===== src/rtl/pdac_pkg.sv =====
`timescale 1ns/1ps
package pdac_pkg;

    // Position of the reference phase within one sampling period.
    typedef enum logic [1:0] {
        PH_OPEN  = 2'd0,
        PH_RUN   = 2'd1,
        PH_CLOSE = 2'd2
    } phase_e;

    // Stream index that serves word bit bit_idx: the most significant bit
    // takes the fastest stream (index 0).
    function automatic int unsigned stream_for_bit(input int unsigned width,
                                                   input int unsigned bit_idx);
        return width - 1 - bit_idx;
    endfunction

    // Mask of the phase bits below stream index k.
    function automatic int unsigned below_mask(input int unsigned k);
        return (32'd1 << k) - 32'd1;
    endfunction

endpackage


===== src/rtl/pdac_phase_ctr.sv =====
`timescale 1ns/1ps
module pdac_phase_ctr
    import pdac_pkg::*;
#(
    parameter int WIDTH = 8
) (
    input  logic             clk,
    input  logic             rst,
    output logic [WIDTH-1:0] phase,
    output phase_e           kind
);
    localparam logic [WIDTH-1:0] LAST = {WIDTH{1'b1}};

    logic [WIDTH-1:0] phase_q;

    always_ff @(posedge clk) begin
        if (rst) begin
            phase_q <= '0;
        end else begin
            phase_q <= phase_q + 1'b1;
        end
    end

    always_comb begin
        if (phase_q == LAST) begin
            kind = PH_CLOSE;
        end else if (phase_q == '0) begin
            kind = PH_OPEN;
        end else begin
            kind = PH_RUN;
        end
    end

    assign phase = phase_q;
endmodule


===== src/rtl/pdac_word_hold.sv =====
`timescale 1ns/1ps
module pdac_word_hold #(
    parameter int WIDTH = 8
) (
    input  logic             clk,
    input  logic             rst,
    input  logic             load_en,
    input  logic [WIDTH-1:0] load_word,
    input  logic             swap,
    output logic [WIDTH-1:0] active
);
    logic [WIDTH-1:0] pending_q;
    logic [WIDTH-1:0] active_q;
    logic [WIDTH-1:0] pending_d;

    // A write in the swap cycle goes straight through to the active word.
    assign pending_d = load_en ? load_word : pending_q;

    always_ff @(posedge clk) begin
        if (rst) begin
            pending_q <= '0;
            active_q  <= '0;
        end else begin
            pending_q <= pending_d;
            if (swap) begin
                active_q <= pending_d;
            end
        end
    end

    assign active = active_q;
endmodule


===== src/rtl/pdac_stream_gate.sv =====
`timescale 1ns/1ps
module pdac_stream_gate
    import pdac_pkg::*;
#(
    parameter int WIDTH = 8
) (
    input  logic [WIDTH-1:0] phase,
    input  logic [WIDTH-1:0] word,
    output logic             pulse
);
    logic [WIDTH-1:0] tone;
    logic [WIDTH-1:0] fire;

    for (genvar k = 0; k < WIDTH; k++) begin : g_stream
        localparam logic [WIDTH-1:0] LOW  = WIDTH'(below_mask(k));
        localparam int               BSEL = int'(stream_for_bit(WIDTH, k));
        // Stream k fires at odd multiples of 2^k: 2^(WIDTH-1-k) times per period.
        assign tone[k] = phase[k] && ((phase & LOW) == '0);
        assign fire[k] = tone[k] && word[BSEL];
    end

    assign pulse = |fire;
endmodule


===== src/rtl/pdac_pulse_tally.sv =====
`timescale 1ns/1ps
module pdac_pulse_tally #(
    parameter int WIDTH = 8
) (
    input  logic             clk,
    input  logic             rst,
    input  logic             pulse,
    input  logic             close,
    output logic [WIDTH-1:0] acc,
    output logic [WIDTH-1:0] count,
    output logic             valid
);
    logic [WIDTH-1:0] acc_q;
    logic [WIDTH-1:0] count_q;
    logic             valid_q;
    logic [WIDTH-1:0] acc_next;

    assign acc_next = acc_q + {{(WIDTH-1){1'b0}}, pulse};

    always_ff @(posedge clk) begin
        if (rst) begin
            acc_q   <= '0;
            count_q <= '0;
            valid_q <= 1'b0;
        end else if (close) begin
            acc_q   <= '0;
            count_q <= acc_next;
            valid_q <= 1'b1;
        end else begin
            acc_q   <= acc_next;
            valid_q <= 1'b0;
        end
    end

    assign acc   = acc_q;
    assign count = count_q;
    assign valid = valid_q;
endmodule


===== src/rtl/pdac_core.sv =====
`timescale 1ns/1ps
module pdac_core
    import pdac_pkg::*;
#(
    parameter int WIDTH = 8
) (
    input  logic             clk,
    input  logic             rst,
    input  logic             load_en,
    input  logic [WIDTH-1:0] load_word,
    output logic             pulse_out,
    output logic [WIDTH-1:0] count_out,
    output logic             count_valid
);
    logic [WIDTH-1:0] phase;
    phase_e           kind;
    logic             period_close;
    logic [WIDTH-1:0] active_word;
    logic [WIDTH-1:0] tally_acc;
    logic             merged;

    assign period_close = (kind == PH_CLOSE);

    pdac_phase_ctr #(.WIDTH(WIDTH)) u_phase (
        .clk   (clk),
        .rst   (rst),
        .phase (phase),
        .kind  (kind)
    );

    pdac_word_hold #(.WIDTH(WIDTH)) u_hold (
        .clk       (clk),
        .rst       (rst),
        .load_en   (load_en),
        .load_word (load_word),
        .swap      (period_close),
        .active    (active_word)
    );

    pdac_stream_gate #(.WIDTH(WIDTH)) u_gate (
        .phase (phase),
        .word  (active_word),
        .pulse (merged)
    );

    pdac_pulse_tally #(.WIDTH(WIDTH)) u_tally (
        .clk   (clk),
        .rst   (rst),
        .pulse (merged),
        .close (period_close),
        .acc   (tally_acc),
        .count (count_out),
        .valid (count_valid)
    );

    assign pulse_out = merged;
endmodule


===== config.mk =====
export PLATFORM = sky130hd
export DESIGN_NAME = pdac_core
export DESIGN_NICKNAME = d
export VERILOG_FILES = /design/src/rtl/pdac_pkg.sv /design/src/rtl/pdac_phase_ctr.sv /design/src/rtl/pdac_word_hold.sv /design/src/rtl/pdac_stream_gate.sv /design/src/rtl/pdac_pulse_tally.sv /design/src/rtl/pdac_core.sv
export SDC_FILE = /design/constraint.sdc
export NUM_CORES = 1
export LEC_CHECK = 0
export CAP_MARGIN = 25
export CORE_UTILIZATION = 55
export CTS_CLUSTER_DIAMETER = 100
export DETAILED_ROUTE_END_ITERATION = 10
export PLACE_DENSITY = 0.79
export SLEW_MARGIN = 5
export SYNTH_ARGS = -nofsm -noshare
export SYNTH_HDL_FRONTEND = slang
export SYNTH_HIERARCHICAL = 1
export SYNTH_SLANG_ARGS = --single-unit

===== constraint.sdc =====
create_clock -name clk -period 5.7 [get_ports clk]
set_clock_uncertainty 0.05 [all_clocks]
set_input_delay 1.14 -clock clk [delete_from_list [all_inputs] [get_ports clk]]
set_output_delay 1.14 -clock clk [all_outputs]
set_load 0.02 [all_outputs]

==> results.txt <==
The category of the critical setup timing path is register to primary output. The sequential cell area fraction in the yosys report is 0.497. Summed over all failing endpoints, the final setup total negative slack is 0 ns. Averaged over all synthesized cells, the footprint is 9.67 µm². The number of buffers created by CTS is 5.

The clock transition at the registers of the reported paths came out at 0.13 ns. The critical path goes through or2_0, or4_1, o221ai_1, clkdlybuf4s50_1. The number of hold-slack violations in the final timing report came out at 0.

The post-CTS setup repair buffer count came out at 0. The peak ir drop on the vdd network came out at 0.285 mV. Across the run, the number of max-cap violations was 0. The most common cell in the synthesized netlist is sky130_fd_sc_hd__dfxtp_1. The number of antenna violations at the first check in global routing is 0. The cell at the slowest stage of the critical path is sky130_fd_sc_hd__clkdlybuf4s50_1. The post-detailed-placement half-perimeter wirelength came out at 2090 µm. The number of warnings printed during yosys synthesis came out at 6. For this run, global-route usage on met3 was measured as 0.0507. The power density over the cells came out at 290 nW/µm².

The number of detailed-routing iterations run before antenna repair came out at 7. The count of input and output buffers came out at 20. TritonCTS built the clock tree. The die boundary width came out at 56.8 µm. The buffers plus inverters on the worst setup path is 1. Along the worst hold path, the cell count comes to 2. After synthesis the cells add up to 1650 µm².

Counting every instance in the synthesized netlist gives 171. Entering global routing, the biggest net connects 36 pins. The run finished, with violations left.

The largest stage delay on the critical path came out at 0.66 ns. The reg-to-reg startpoint is u_phase/phase[0]. In this run the number of H-tree levels came out at 2.

The number of inserted diodes came out at 0. The number of gates resized after cts is 0. Across every metal layer, demand over resource in global routing totals 0.220.

The fraction of layout instances using a drive strength above 1 came out at 0.0838. The DRC marker count from the first detailed-route iteration came out at 55. The total wire length after detailed routing came out at 3200 µm. The share of Yosys cell area claimed by the top area cell type is 0.497.

The detail-routed via count per cell came out at 5.76. Grouping stages by cell kind, the critical path spends the most delay in simple AND/OR/NAND/NOR gates. The number of clock sinks is 41. After synthesis, the most frequently instantiated cells are 41 x sky130_fd_sc_hd__dfxtp_1, 35 x sky130_fd_sc_hd__nor2_1, 11 x sky130_fd_sc_hd__a211oi_1. The sort of element at the start of the critical path is a register. In this run the static leakage power is 0.000709 µW. The global-route wire length before repair came out at 5420 µm. The distinct cell type count of the synthesized netlist is 36. The routing usage on met1 is 0.266. Among all flip-flop cells after synthesis, the most frequent one is sky130_fd_sc_hd__dfxtp_1. The number of nets in the finished design is 205. The worst pin sits at a relative slew slack of 0.538. The library cell used as clock root buffer is sky130_fd_sc_hd__clkbuf_4. The setup slack of the most critical reg-to-reg path is 2.85 ns. The number of synthesized flops with an enable pin came out at 0. Summed over all instances, the cell type with the most area after synthesis is sky130_fd_sc_hd__dfxtp_1. The worst hold path belongs to the class register to register. The data required time at the worst endpoint came out at 4.51 ns. The clock latency reported for the late side of the worst-skew pair is 0.36 ns.

The row count came out at 19. Buffers inserted to repair hold after CTS numbered 0. The total nets after synthesis is 186. Setup repair after global routing left no endpoint under its margin.

Dividing the final minimum period by the clock period gives 0.649. The number of buffers on the longest clock path is 2. In the routed design, unresolved DRC markers number 2. The area growth from synthesis to layout is 17.9%. The floorplan core area is 2810 µm². The die height came out at 56.8 µm. The most utilized layer in the global route result is met2. The overflow left after global routing came out at 0. Counting cells, the worst reg-to-reg path comes to 8. The hold path startpoint is u_tally/count[2]. The number of pins exceeding their max-slew limit in the final report is 0. The die area came out at 3230 µm². The number of setup violations in the final report came out at 0. The total power of the final layout came out at 565 µW. The fmax came out at 270 MHz. The capture instance of the worst register-to-register path is u_tally/count[6]. The slew at the pin closest to its max-slew limit is 0.691 ns. The fraction of registers with async set/reset came out at 0. The flop and latch count out of synthesis is 41. The vias after detailed routing is 1279. In the post-synthesis netlist, the biggest area contributors are sky130_fd_sc_hd__dfxtp_1 50%, sky130_fd_sc_hd__nor2_1 7.9%, sky130_fd_sc_hd__mux2i_1 6.1%. For met2 alone, demand over resource in global routing was 0.366.

During I/O placement, the number of pins put on the boundary was 21. The remaining antenna violation count after routing is 0. The endpoint class of the critical path is a primary output. Along the worst path, the maximum fanout reaches 9. The worst hold path terminates at u_tally/count[2]. The placer's final routability congestion estimate came out at 0.864. The endpoint arrival time on the critical path is 2.51 ns. The final reports fail on DRC. The initial utilization of the core area, before any placement, comes to 0.589. The via count of the first global-routing pass came to 1229.

The clock period could shrink to 3.70 ns. After detailed routing, the average wire length per cell comes to 14.4 µm. The total stage count of the critical path is 4.
stage by stage:
stage	hold slack (ns)	util	worst slack (ns)	instance area [µm²]	instances
2_1_floorplan	0.406	-	2.93	1650	171
4_1_cts	0.449	0.695	1.98	1950	222
3_5_place_dp	0.431	0.657	2.40	1840	214
6_report	0.444	0.695	2.00	1950	222
5_1_grt	0.472	0.695	1.88	1950	222
3_3_place_gp	0.422	0.657	2.50	1840	214
state kept, by name (all words and copies together), names as in the netlist:
name              count
u_tally/acc           8
u_tally/count         8
u_tally/valid         1
u_phase/phase         8
u_hold/pending_q      8
u_hold/active         8
worst max path at each step:
stage          slack (ns)          endpoint             start
2_1_floorplan        2.93  u_tally/count[6]  u_phase/phase[0]
3_3_place_gp         2.50         pulse_out  u_phase/phase[0]
3_5_place_dp         2.40         pulse_out  u_phase/phase[0]
4_1_cts              1.98         pulse_out  u_phase/phase[0]
5_1_grt              1.88         pulse_out  u_phase/phase[0]
6_report             2.00         pulse_out  u_phase/phase[0]
per-layer routing:
metal / wire (µm) / part of all wire / up-vias
met5: 0 / 0 / -
met4: 77 / 0.024 / 0
met3: 117 / 0.037 / 10
met2: 1530 / 0.48 / 29
met1: 1470 / 0.46 / 598
li1: - / - / 642
where the power goes:
group / switching (µW) / total (µW) / internal, µW
clock: 101 / 239 / 138
sequential: 4.38 / 296 / 292
combinational: 14.4 / 29.7 / 15.4
tightest hold or removal path: cells and delay by family (launching register included):
| family | cells | cell delay, ns |
|---|---|---|
| compound gates | 1 | 0.05 |
| simple gates | 1 | 0.08 |
| flops | 1 | 0.33 |
cell families (layout without fill, tap and decap cells):
group	count (synthesis)	after routing	synth area share
AOI/OAI and AO/OA	29	29	0.117
xor gates and xnor gates	6	6	0.0318
buffers and inverters	13	33	0.0431
and+or+nand+nor	67	67	0.214
adders and majority gates	4	4	0.0303
muxes	11	11	0.0674
DFF	41	41	0.497
area by class of cell:
type	instances	area, µm²
clock buffers	5	37.5
clock inverters	3	68.8
repair buffers	21	208
multi-input cells	117	761
flip-flops and latches	41	821
well taps	31	38.8
fillers	237	856
inverters	4	15.0
cells in the final DEF, fill, tap and decap left out, drive strengths merged:
cell type	n
dfxtp	41
nor2	35
clkdlybuf4s50	20
a211oi	11
mux2i	10
a21oi	7
nand3	6
clkbuf	5
o21ai	5
or3	5
nor2b	5
inv	5
nand2	4
xor2	4
ha	4
a311oi	3
and3b	3
bufinv	2
xnor2	2
nand4	2
or2	2
or4	2
buf	1
nor4bb	1
a2111oi	1
o221ai	1
and3	1
nor4b	1
a31oi	1
mux2	1
No activity file was read; power rests on OpenSTA's default activity.
